`src/rtl/usb_ep_resp_ctrl.sv`:
```
module usb_ep_resp_ctrl #(
  parameter int MPS_W   = 10,
  parameter int NBUF    = 2,
  parameter int MPS_RST = 64
) (
  input  logic             clk,
  input  logic             rst_n,
  input  logic             cfg_we,
  input  logic [MPS_W+5:0] cfg_wdata,
  output logic [MPS_W+5:0] cfg_q,
  input  logic             dir_in,
  input  logic             cont_tx,
  input  logic             tok_in,
  input  logic             out_done,
  input  logic [MPS_W:0]   out_cnt,
  input  logic             host_ack,
  input  logic             cpu_commit,
  input  logic [MPS_W-1:0] cpu_len,
  input  logic             cpu_release,
  output logic             hs_valid,
  output logic [2:0]       hs_code,
  output logic [MPS_W-1:0] tx_len,
  output logic             rd_valid,
  output logic [MPS_W-1:0] rd_len,
  output logic             buf_full,
  output logic             toggle,
  output logic [1:0]       lane_en
);
  localparam int PW = (NBUF > 1) ? $clog2(NBUF) : 1;
  localparam int CW = $clog2(NBUF + 1);
  localparam logic [CW-1:0] NB = CW'(NBUF);
  localparam logic [2:0] HS_NAK = 3'd0, HS_ACK = 3'd1, HS_STALL = 3'd2,
                         HS_D0  = 3'd3, HS_D1  = 3'd4;

  logic [1:0]       resp_q, resp_nx;
  logic             clr_q, aclr_q, zlp_q, byte_q;
  logic [MPS_W-1:0] mps_q;
  logic [MPS_W-1:0] len_q [NBUF];
  logic [PW-1:0]    wr_ptr, rd_ptr;
  logic [CW-1:0]    cnt_q;
  logic             tog_q, zpend_q, await_q, sentz_q;
  logic [2:0]       code_d;
  logic [MPS_W-1:0] len_d;

  function automatic logic [PW-1:0] nxt(input logic [PW-1:0] p);
    return (p == PW'(NBUF - 1)) ? '0 : p + 1'b1;
  endfunction

  wire buf_m   = (resp_q == 2'b01);
  wire flush   = clr_q | (aclr_q & ~dir_in);
  wire empty   = (cnt_q == '0);
  wire full    = (cnt_q == NB);
  wire [MPS_W-1:0] head = len_q[rd_ptr];
  wire in_ev   = tok_in & dir_in;
  wire out_ev  = out_done & ~dir_in;
  wire over    = out_cnt > {1'b0, mps_q};
  wire in_send = in_ev & buf_m & (zpend_q | ~empty);
  wire out_ack = out_ev & buf_m & ~over & ~(full & ~aclr_q);
  wire auto_st = out_ev & buf_m & over;
  wire ack_ok  = host_ack & await_q;
  wire pop_in  = ack_ok & ~sentz_q;
  wire pop_out = cpu_release & ~dir_in & ~empty;
  wire push_in = cpu_commit & dir_in & ~full & ~flush;
  wire push_out = out_ack & ~flush;
  wire do_push = push_in | push_out;
  wire do_pop  = pop_in | pop_out;
  wire [MPS_W-1:0] push_len = push_in ? cpu_len : out_cnt[MPS_W-1:0];
  wire set_zp  = pop_in & zlp_q & cont_tx & (head == mps_q) & (cnt_q == CW'(1));
  wire stall_in = resp_nx[1] & ~resp_q[1];

  always_comb begin
    resp_nx = resp_q;
    if (cfg_we) resp_nx = cfg_wdata[1:0];
    if (auto_st) resp_nx = 2'b10;
  end

  always_comb begin
    code_d = HS_NAK;
    len_d  = '0;
    if (resp_q[1]) code_d = HS_STALL;
    else if (buf_m) begin
      if (in_send) begin
        code_d = tog_q ? HS_D1 : HS_D0;
        len_d  = zpend_q ? '0 : head;
      end else if (auto_st) code_d = HS_STALL;
      else if (out_ack)     code_d = HS_ACK;
    end
  end

  always_ff @(posedge clk or negedge rst_n) begin
    if (!rst_n) begin
      resp_q <= 2'b00; clr_q <= 1'b0; aclr_q <= 1'b0; zlp_q <= 1'b0;
      byte_q <= 1'b0;  mps_q <= MPS_W'(MPS_RST);
    end else begin
      resp_q <= resp_nx;
      if (cfg_we && resp_q == 2'b00) begin
        clr_q  <= cfg_wdata[2];
        aclr_q <= cfg_wdata[3];
        zlp_q  <= cfg_wdata[4];
        byte_q <= cfg_wdata[5];
        mps_q  <= cfg_wdata[MPS_W+5:6];
      end
    end
  end

  always_ff @(posedge clk) begin
    if (do_push) len_q[wr_ptr] <= push_len;
  end

  always_ff @(posedge clk or negedge rst_n) begin
    if (!rst_n) begin
      wr_ptr <= '0; rd_ptr <= '0; cnt_q <= '0;
    end else if (flush) begin
      wr_ptr <= '0; rd_ptr <= '0; cnt_q <= '0;
    end else begin
      if (do_push) wr_ptr <= nxt(wr_ptr);
      if (do_pop)  rd_ptr <= nxt(rd_ptr);
      cnt_q <= cnt_q + CW'(do_push) - CW'(do_pop);
    end
  end

  always_ff @(posedge clk or negedge rst_n) begin
    if (!rst_n) begin
      tog_q <= 1'b0; zpend_q <= 1'b0; await_q <= 1'b0; sentz_q <= 1'b0;
    end else begin
      if (in_send) sentz_q <= zpend_q;
      if (flush || stall_in) begin
        tog_q <= 1'b0; zpend_q <= 1'b0; await_q <= 1'b0;
      end else begin
        if (ack_ok || out_ack) tog_q <= ~tog_q;
        if (set_zp) zpend_q <= 1'b1;
        else if (ack_ok && sentz_q) zpend_q <= 1'b0;
        if (in_send) await_q <= 1'b1;
        else if (ack_ok) await_q <= 1'b0;
      end
    end
  end

  always_ff @(posedge clk or negedge rst_n) begin
    if (!rst_n) begin
      hs_valid <= 1'b0; hs_code <= HS_NAK; tx_len <= '0;
    end else begin
      hs_valid <= in_ev | out_ev;
      hs_code  <= code_d;
      tx_len   <= len_d;
    end
  end

  assign cfg_q    = {mps_q, byte_q, zlp_q, aclr_q, clr_q, resp_q};
  assign rd_valid = ~dir_in & ~empty;
  assign rd_len   = head;
  assign buf_full = full;
  assign toggle   = tog_q;
  assign lane_en  = byte_q ? 2'b01 : 2'b11;
endmodule


```
`config.mk`:
```
export PLATFORM = sky130hd
export DESIGN_NAME = usb_ep_resp_ctrl
export DESIGN_NICKNAME = d
export VERILOG_FILES = /design/src/rtl/usb_ep_resp_ctrl.sv
export SDC_FILE = /design/constraint.sdc
export NUM_CORES = 1
export LEC_CHECK = 0
export BUFFER_PORTS_ARGS = -buffer_cell sky130_fd_sc_hd__buf_2
export CORE_MARGIN = 2
export CORE_UTILIZATION = 54
export CTS_CLUSTER_SIZE = 12
export DETAILED_ROUTE_END_ITERATION = 6
export GPL_ROUTABILITY_DRIVEN = 0
export PLACE_DENSITY = 0.84
export RECOVER_POWER = 100
export REMOVE_ABC_BUFFERS = 1
export SYNTH_ARGS = -nofsm -noshare
export SYNTH_HDL_FRONTEND = slang
export SYNTH_SLANG_ARGS = --single-unit
```
`constraint.sdc`:
```
create_clock -name clk -period 4.97 [get_ports clk]
set_clock_uncertainty 0.15 [all_clocks]
set_input_delay 0.2485 -clock clk [delete_from_list [all_inputs] [get_ports clk]]
set_output_delay 0.2485 -clock clk [all_outputs]
set_load 0.03 [all_outputs]
```
==> results.cfg, run 1 <==
[sta]
tightest_slew_ns = 2.13
post-route-period-util = 0.696
timing.final.crit_period_ns = 3.46
finalHoldViolCount = 0
max_freq_mhz = 289
rsz0062_at_grt = no
relSlewSlack = -0.418
tns_ns = 0
finalSetupViolCount = 0
final_max_slew_viol_count = 54

[drt]
drt-initial-drc-count = 232
wl_um = 6940
num_vias = 2264
viasPerCell = 5.28
final_antenna_net_count = 0
route.detailed.drc = 0
dr.pass1.iters = 4
wl_per_cell_um = 16.2

[finish]
nNetsFinal = 413
insertedDiodeCount = 0
area.growth.synth_to_final_pct = 26.3
nFillCells = 396
drive_above_1_share = 0.178

[clock_network]
cts_setup_buffers = 0
clock_latency_ns = 0.34
cts_tree = built
cts_htree_levels = 3
clock-sinks = 58
clkSlewWorstSetupHoldPaths_ns = 0.06
cts_buffer_depth = 2
cts_buffers = 9
cts_root_buffer = clkbuf_8

[floorplanning]
rows = 26
die_w_um = 76.4
initial_utilization = 0.558
die_h_um = 76.4
core_area_mm2 = 0.00507
num_io_pins = 92
die-area_mm2 = 0.00584

[grt]
grt_start_max_net_pins = 39
gr-total-overflow = 0
grt_pass1_vias = 2305
grtUsageTotal = 0.247
grt_pass1_wl_um = 11100
antenna_found_initial = 0

[outcome]
status = finished with violations
violations = max-capacitance violations, max-slew violations

[synthesis]
synth_cell_types = 46
synth_top_flop_cell = dfrtp_1
synth_area_per_cell_um2 = 11.4
synth.most_common_cell = dfrtp_1
ys_seq_elements = 58
synth_top_area_cell = dfrtp_1
yosys_warnings = 0
yosys-top-cells-count = dfrtp_1 (37), inv_1 (28), edfxtp_1 (20)
yosysTopAreaCellShare = 0.327
syn-cell-area_mm2 = 0.00283
ys_seq_area_frac = 0.548
synthArstFlopShare = 0.655
synth_cells = 249
synth_edf_count = 20
synth.area.top_cells = dfrtp_1 (33%), edfxtp_1 (21%), ha_1 (5.3%)

[worst_setup_path]
cp-end-kind = flip-flop
cp_data_arrival_time_ns = 3.27
crit_required_ns = 4.78
path_class = reg -> reg
start_kind = flip-flop
crit_fanout = 10

[placement]
io_buffer_count = 90
dp_hpwl_um = 4850

[pwr]
cellPowerDensity_mw_per_mm2 = 421
cellLeakagePower_nw = 1.58
fin_total_pwr_mw = 1.51
peakVddDrop_uv = 276

[job]
maxCapViolCount = 2

[min_path]
hold_class = in -> reg
-- cell families (layout without fill, tap and decap cells) --
family | after synthesis | after routing | share of synthesized area
fa+ha+maj | 12 | 12 | 0.0530
mux | 25 | 25 | 0.0945
flops | 58 | 58 | 0.548
other cells | 1 | 1 | 0.00132
buf+inv | 38 | 148 | 0.0574
simple gates | 68 | 68 | 0.124
compound gates | 34 | 34 | 0.0821
xor+xnor | 13 | 13 | 0.0402
-- metal layers --
metal  GRT usage  share of wire  routed length [um]  vias up
met5           0              0                   0        -
met4       0.129          0.028                 195        0
met3      0.0403          0.042                 295       19
met2       0.433           0.52                3600       87
met1       0.293           0.41                2850     1088
li1            -              -                   -     1070
-- power breakdown --
part	total [mW]	switching [mW]	internal [mW]
combinational	0.455	0.304	0.151
clock	0.439	0.180	0.258
sequential	0.612	0.0520	0.560
-- area by class of cell --
class | count | area (um^2) | share of cell area
flip-flops and latches | 58 | 1550 | 0.434
multi-input cells | 153 | 1100 | 0.308
repair buffers | 104 | 527 | 0.147
clock buffers | 11 | 153 | 0.0427
inverters | 28 | 105 | 0.0294
well taps | 70 | 87.6 | 0.0245
clock inverters | 5 | 51.3 | 0.0143
-- sequential cells by signal, indices dropped and copies added, names as in the netlist, 2 cells and up --
name and flops:
resp_q 2, mps_q 10, tx_len 10, cnt_q 2
len_q 20, hs_code 3
-- path summary, 6_finish.rpt --
kind                                       from                     to  slack, ns  depth (start not counted)
min reg2reg                mps_q[6]$_DFFE_PN1P_   mps_q[6]$_DFFE_PN1P_       0.41                          2
min                                cfg_wdata[1]    resp_q[1]$_DFF_PN0_      0.007                          3
max in group asynchronous                 rst_n   hs_code[1]$_DFF_PN0_       2.53                          2
min in group asynchronous                 rst_n     byte_q$_DFFE_PN0P_       0.92                          2
max                        mps_q[8]$_DFFE_PN0P_  len_q[1][9]$_DFFE_PP_       1.51                          7
max reg2reg                mps_q[8]$_DFFE_PN0P_  len_q[1][9]$_DFFE_PP_       1.51                          7
-- placed cells by master (no fill, tap or decap), drive strengths merged, types with 11 or more instances in the layout --
| cell | n |
|---|---|
| buf | 44 |
| clkbuf | 58 |
| dfrtp | 37 |
| dlygate4sd3 | 13 |
| edfxtp | 20 |
| ha | 12 |
| inv | 28 |
| mux2 | 14 |
| mux2i | 11 |
| nand2 | 19 |
| nor2 | 18 |
| o21ai | 14 |
| xnor2 | 12 |
-- what timing repair did --
action | in CTS | in global routing
hold buffers | 13 | 0
resized for setup | 0 | 0
endpoints found under the hold margin | 49 | 0
setup endpoints to repair | 0 | 0
-- through the flow --
| step | area [um^2] | std cells | util | hold slack, ns | setup slack, ns |
|---|---|---|---|---|---|
| global route | 3580 | 429 | 0.705 | 0.0175 | 1.30 |
| global placement | 3330 | 400 | 0.656 | 0.252 | 1.83 |
| floorplan | 2780 | 239 | - | -0.197 | 1.69 |
| finish | 3580 | 429 | 0.705 | 0.00701 | 1.51 |
| CTS | 3660 | 429 | 0.721 | 0.00318 | 1.69 |
| detailed placement | 3330 | 400 | 0.656 | 0.257 | 1.71 |
-- worst max-delay path, stage by stage (launching register included) --
cell	delay, ns
dfrtp_1	0.38
inv_1	0.07
ha_1	0.32
a21o_1	0.18
a211o_1	0.34
or4_1	0.61
a31oi_1	0.33
and2_0	0.70
Power figures use the tool's default switching activity.
==> run 2, diff against run 1 <==
--- a/config.mk
+++ b/config.mk
@@ -7,11 +7,11 @@
 export LEC_CHECK = 0
 export BUFFER_PORTS_ARGS = -buffer_cell sky130_fd_sc_hd__buf_2
 export CORE_MARGIN = 2
-export CORE_UTILIZATION = 54
+export CORE_UTILIZATION = 51
 export CTS_CLUSTER_SIZE = 12
 export DETAILED_ROUTE_END_ITERATION = 6
 export GPL_ROUTABILITY_DRIVEN = 0
-export PLACE_DENSITY = 0.84
+export PLACE_DENSITY = 0.8
 export RECOVER_POWER = 100
 export REMOVE_ABC_BUFFERS = 1
 export SYNTH_ARGS = -nofsm -noshare
==> constraint.sdc (replaced) <==
create_clock -name clk -period 3.6 [get_ports clk]
set_clock_uncertainty 0.15 [all_clocks]
set_input_delay 0.18 -clock clk [delete_from_list [all_inputs] [get_ports clk]]
set_output_delay 0.18 -clock clk [all_outputs]
set_load 0.03 [all_outputs]
==> results.cfg, run 2 (same netlist as run 1, synthesis figures left out) <==
[job]
maxCapViolCount = 1

[min_path]
hold_depth = 2
hold_class = in -> reg

[finish]
nNetsFinal = 425
multi_input_area_mm2 = 0.00111
area.growth.synth_to_final_pct = 30.1
final_cell_mix = clkbuf_1 (50), buf_2 (44), dfrtp_1 (37)
regArea_mm2 = 0.00155
nFillCells = 443
final_common_cell = clkbuf_1
final_util = 0.678
top_regs = len_q (20), mps_q (10), tx_len (10)
design_area_mm2 = 0.00369
regMostFlops = len_q
largest_reg_flops = 20
drive_above_1_share = 0.175
insertedDiodeCount = 0

[worst_setup_path]
crit_fanout = 5
cp_data_arrival_time_ns = 3.32
rr_worst_depth = 13
cp_slowest_cell = or4_4
crit_required_ns = 3.67
start_kind = flip-flop
cp-end-kind = flip-flop
path_class = reg -> reg
cpPeakStageDelay_ns = 0.56
cp_cell_sequence = inv_1 > ha_1 > a21o_1 > a211o_1 > or4_4 > a31oi_2 > inv_1 > ha_1 > inv_1 > ha_1 > xor2_1 > xnor2_1 > nor2_1

[pwr]
peakVddDrop_uv = 449
cellLeakagePower_nw = 1.62
cellPowerDensity_mw_per_mm2 = 553
fin_total_pwr_mw = 2.04

[clock_network]
cts_root_buffer = clkbuf_8
cts_setup_buffers = 0
clkSlewWorstSetupHoldPaths_ns = 0.07
clock_latency_ns = 0.34
cts_buffers = 9
cts_htree_levels = 3
clock-sinks = 58
cts_buffer_depth = 2
cts_tree = built

[placement]
place_area_mm2 = 0.00333
dp_hpwl_um = 4800
io_buffer_count = 90

[drt]
viasPerCell = 5.15
dr.pass1.iters = 5
final_antenna_net_count = 0
num_vias = 2283
route.detailed.drc = 0
wl_per_cell_um = 15.3
wl_um = 6790
drt-initial-drc-count = 114

[outcome]
status = finished with violations
violations = max-capacitance violations, max-slew violations

[floorplanning]
die-area_mm2 = 0.00617
die_h_um = 78.5
rows = 27
core_area_mm2 = 0.00544
die_w_um = 78.5
initial_utilization = 0.521
num_io_pins = 92

[sta]
relSlewSlack = -0.431
hold_slack_ns = 0.00573
post-route-period-util = 0.904
tns_ns = 0
finalHoldViolCount = 0
finalSetupViolCount = 0
rsz0062_at_grt = no
final_max_slew_viol_count = 39
max_freq_mhz = 307
tightest_slew_ns = 2.15
timing.final.crit_period_ns = 3.25

[grt]
antenna_found_initial = 0
grt_start_max_net_pins = 39
grt_pass1_wl_um = 10600
gr-total-overflow = 0
grtUsageTotal = 0.231
grt_pass1_vias = 2302
-- run 2: report_power, final --
part / switching, mW / internal [mW] / total (mW)
clock: 0.251 / 0.316 / 0.567
combinational: 0.408 / 0.218 / 0.626
sequential: 0.0723 / 0.774 / 0.846
-- run 2: stage by stage --
step	instances	worst slack (ns)
2_1_floorplan	239	0.323
3_3_place_gp	402	0.467
3_5_place_dp	402	0.352
4_1_cts	443	0.357
5_1_grt	443	0.133
6_report	443	0.346
-- run 2: repair_timing --
action	4_1_cts	5_1_grt
hold buffers	25	0
gates resized for setup	0	0
hold endpoints to repair	59	0
endpoints found under the setup margin	0	0
-- run 2: path summary, 6_finish.rpt --
kind / from / endpoint / slack [ns]
max in group asynchronous: rst_n / mps_q[4]$_DFFE_PN0P_ / 1.20
max: mps_q[8]$_DFFE_PN0P_ / cnt_q[1]$_DFF_PN0_ / 0.35
min reg2reg: zlp_q$_DFFE_PN0P_ / zlp_q$_DFFE_PN0P_ / 0.39
min: cpu_len[3] / len_q[1][3]$_DFFE_PP_ / 0.006
max reg2reg: mps_q[8]$_DFFE_PN0P_ / cnt_q[1]$_DFF_PN0_ / 0.35
min in group asynchronous: rst_n / tx_len[2]$_DFF_PN0_ / 0.85
-- run 2: worst max-delay path: cells and delay by family, from the launching register on --
family	cells	cell delay, ns
adder cells (fa/ha/maj)	3	0.75
buffers and inverters	3	0.20
AND/OR/NAND/NOR	2	0.61
AO/OA/AOI/OAI	3	0.74
flip-flops	1	0.37
XOR/XNOR	2	0.32
-- run 2: layout make-up --
class                   instances  area share
inverters                      28      0.0285
clock inverters                 4      0.0119
flip-flops and latches         58       0.421
clock buffers                  12      0.0367
multi-input cells             153       0.302
repair buffers                116       0.175
well taps                      72      0.0244
-- run 2: layer usage --
layer,global-route usage,wire length (um),up-vias
met4,0.119,176,0
met5,0,0,-
met3,0.0448,477,16
met2,0.379,3250,95
li1,-,-,1093
met1,0.292,2890,1079
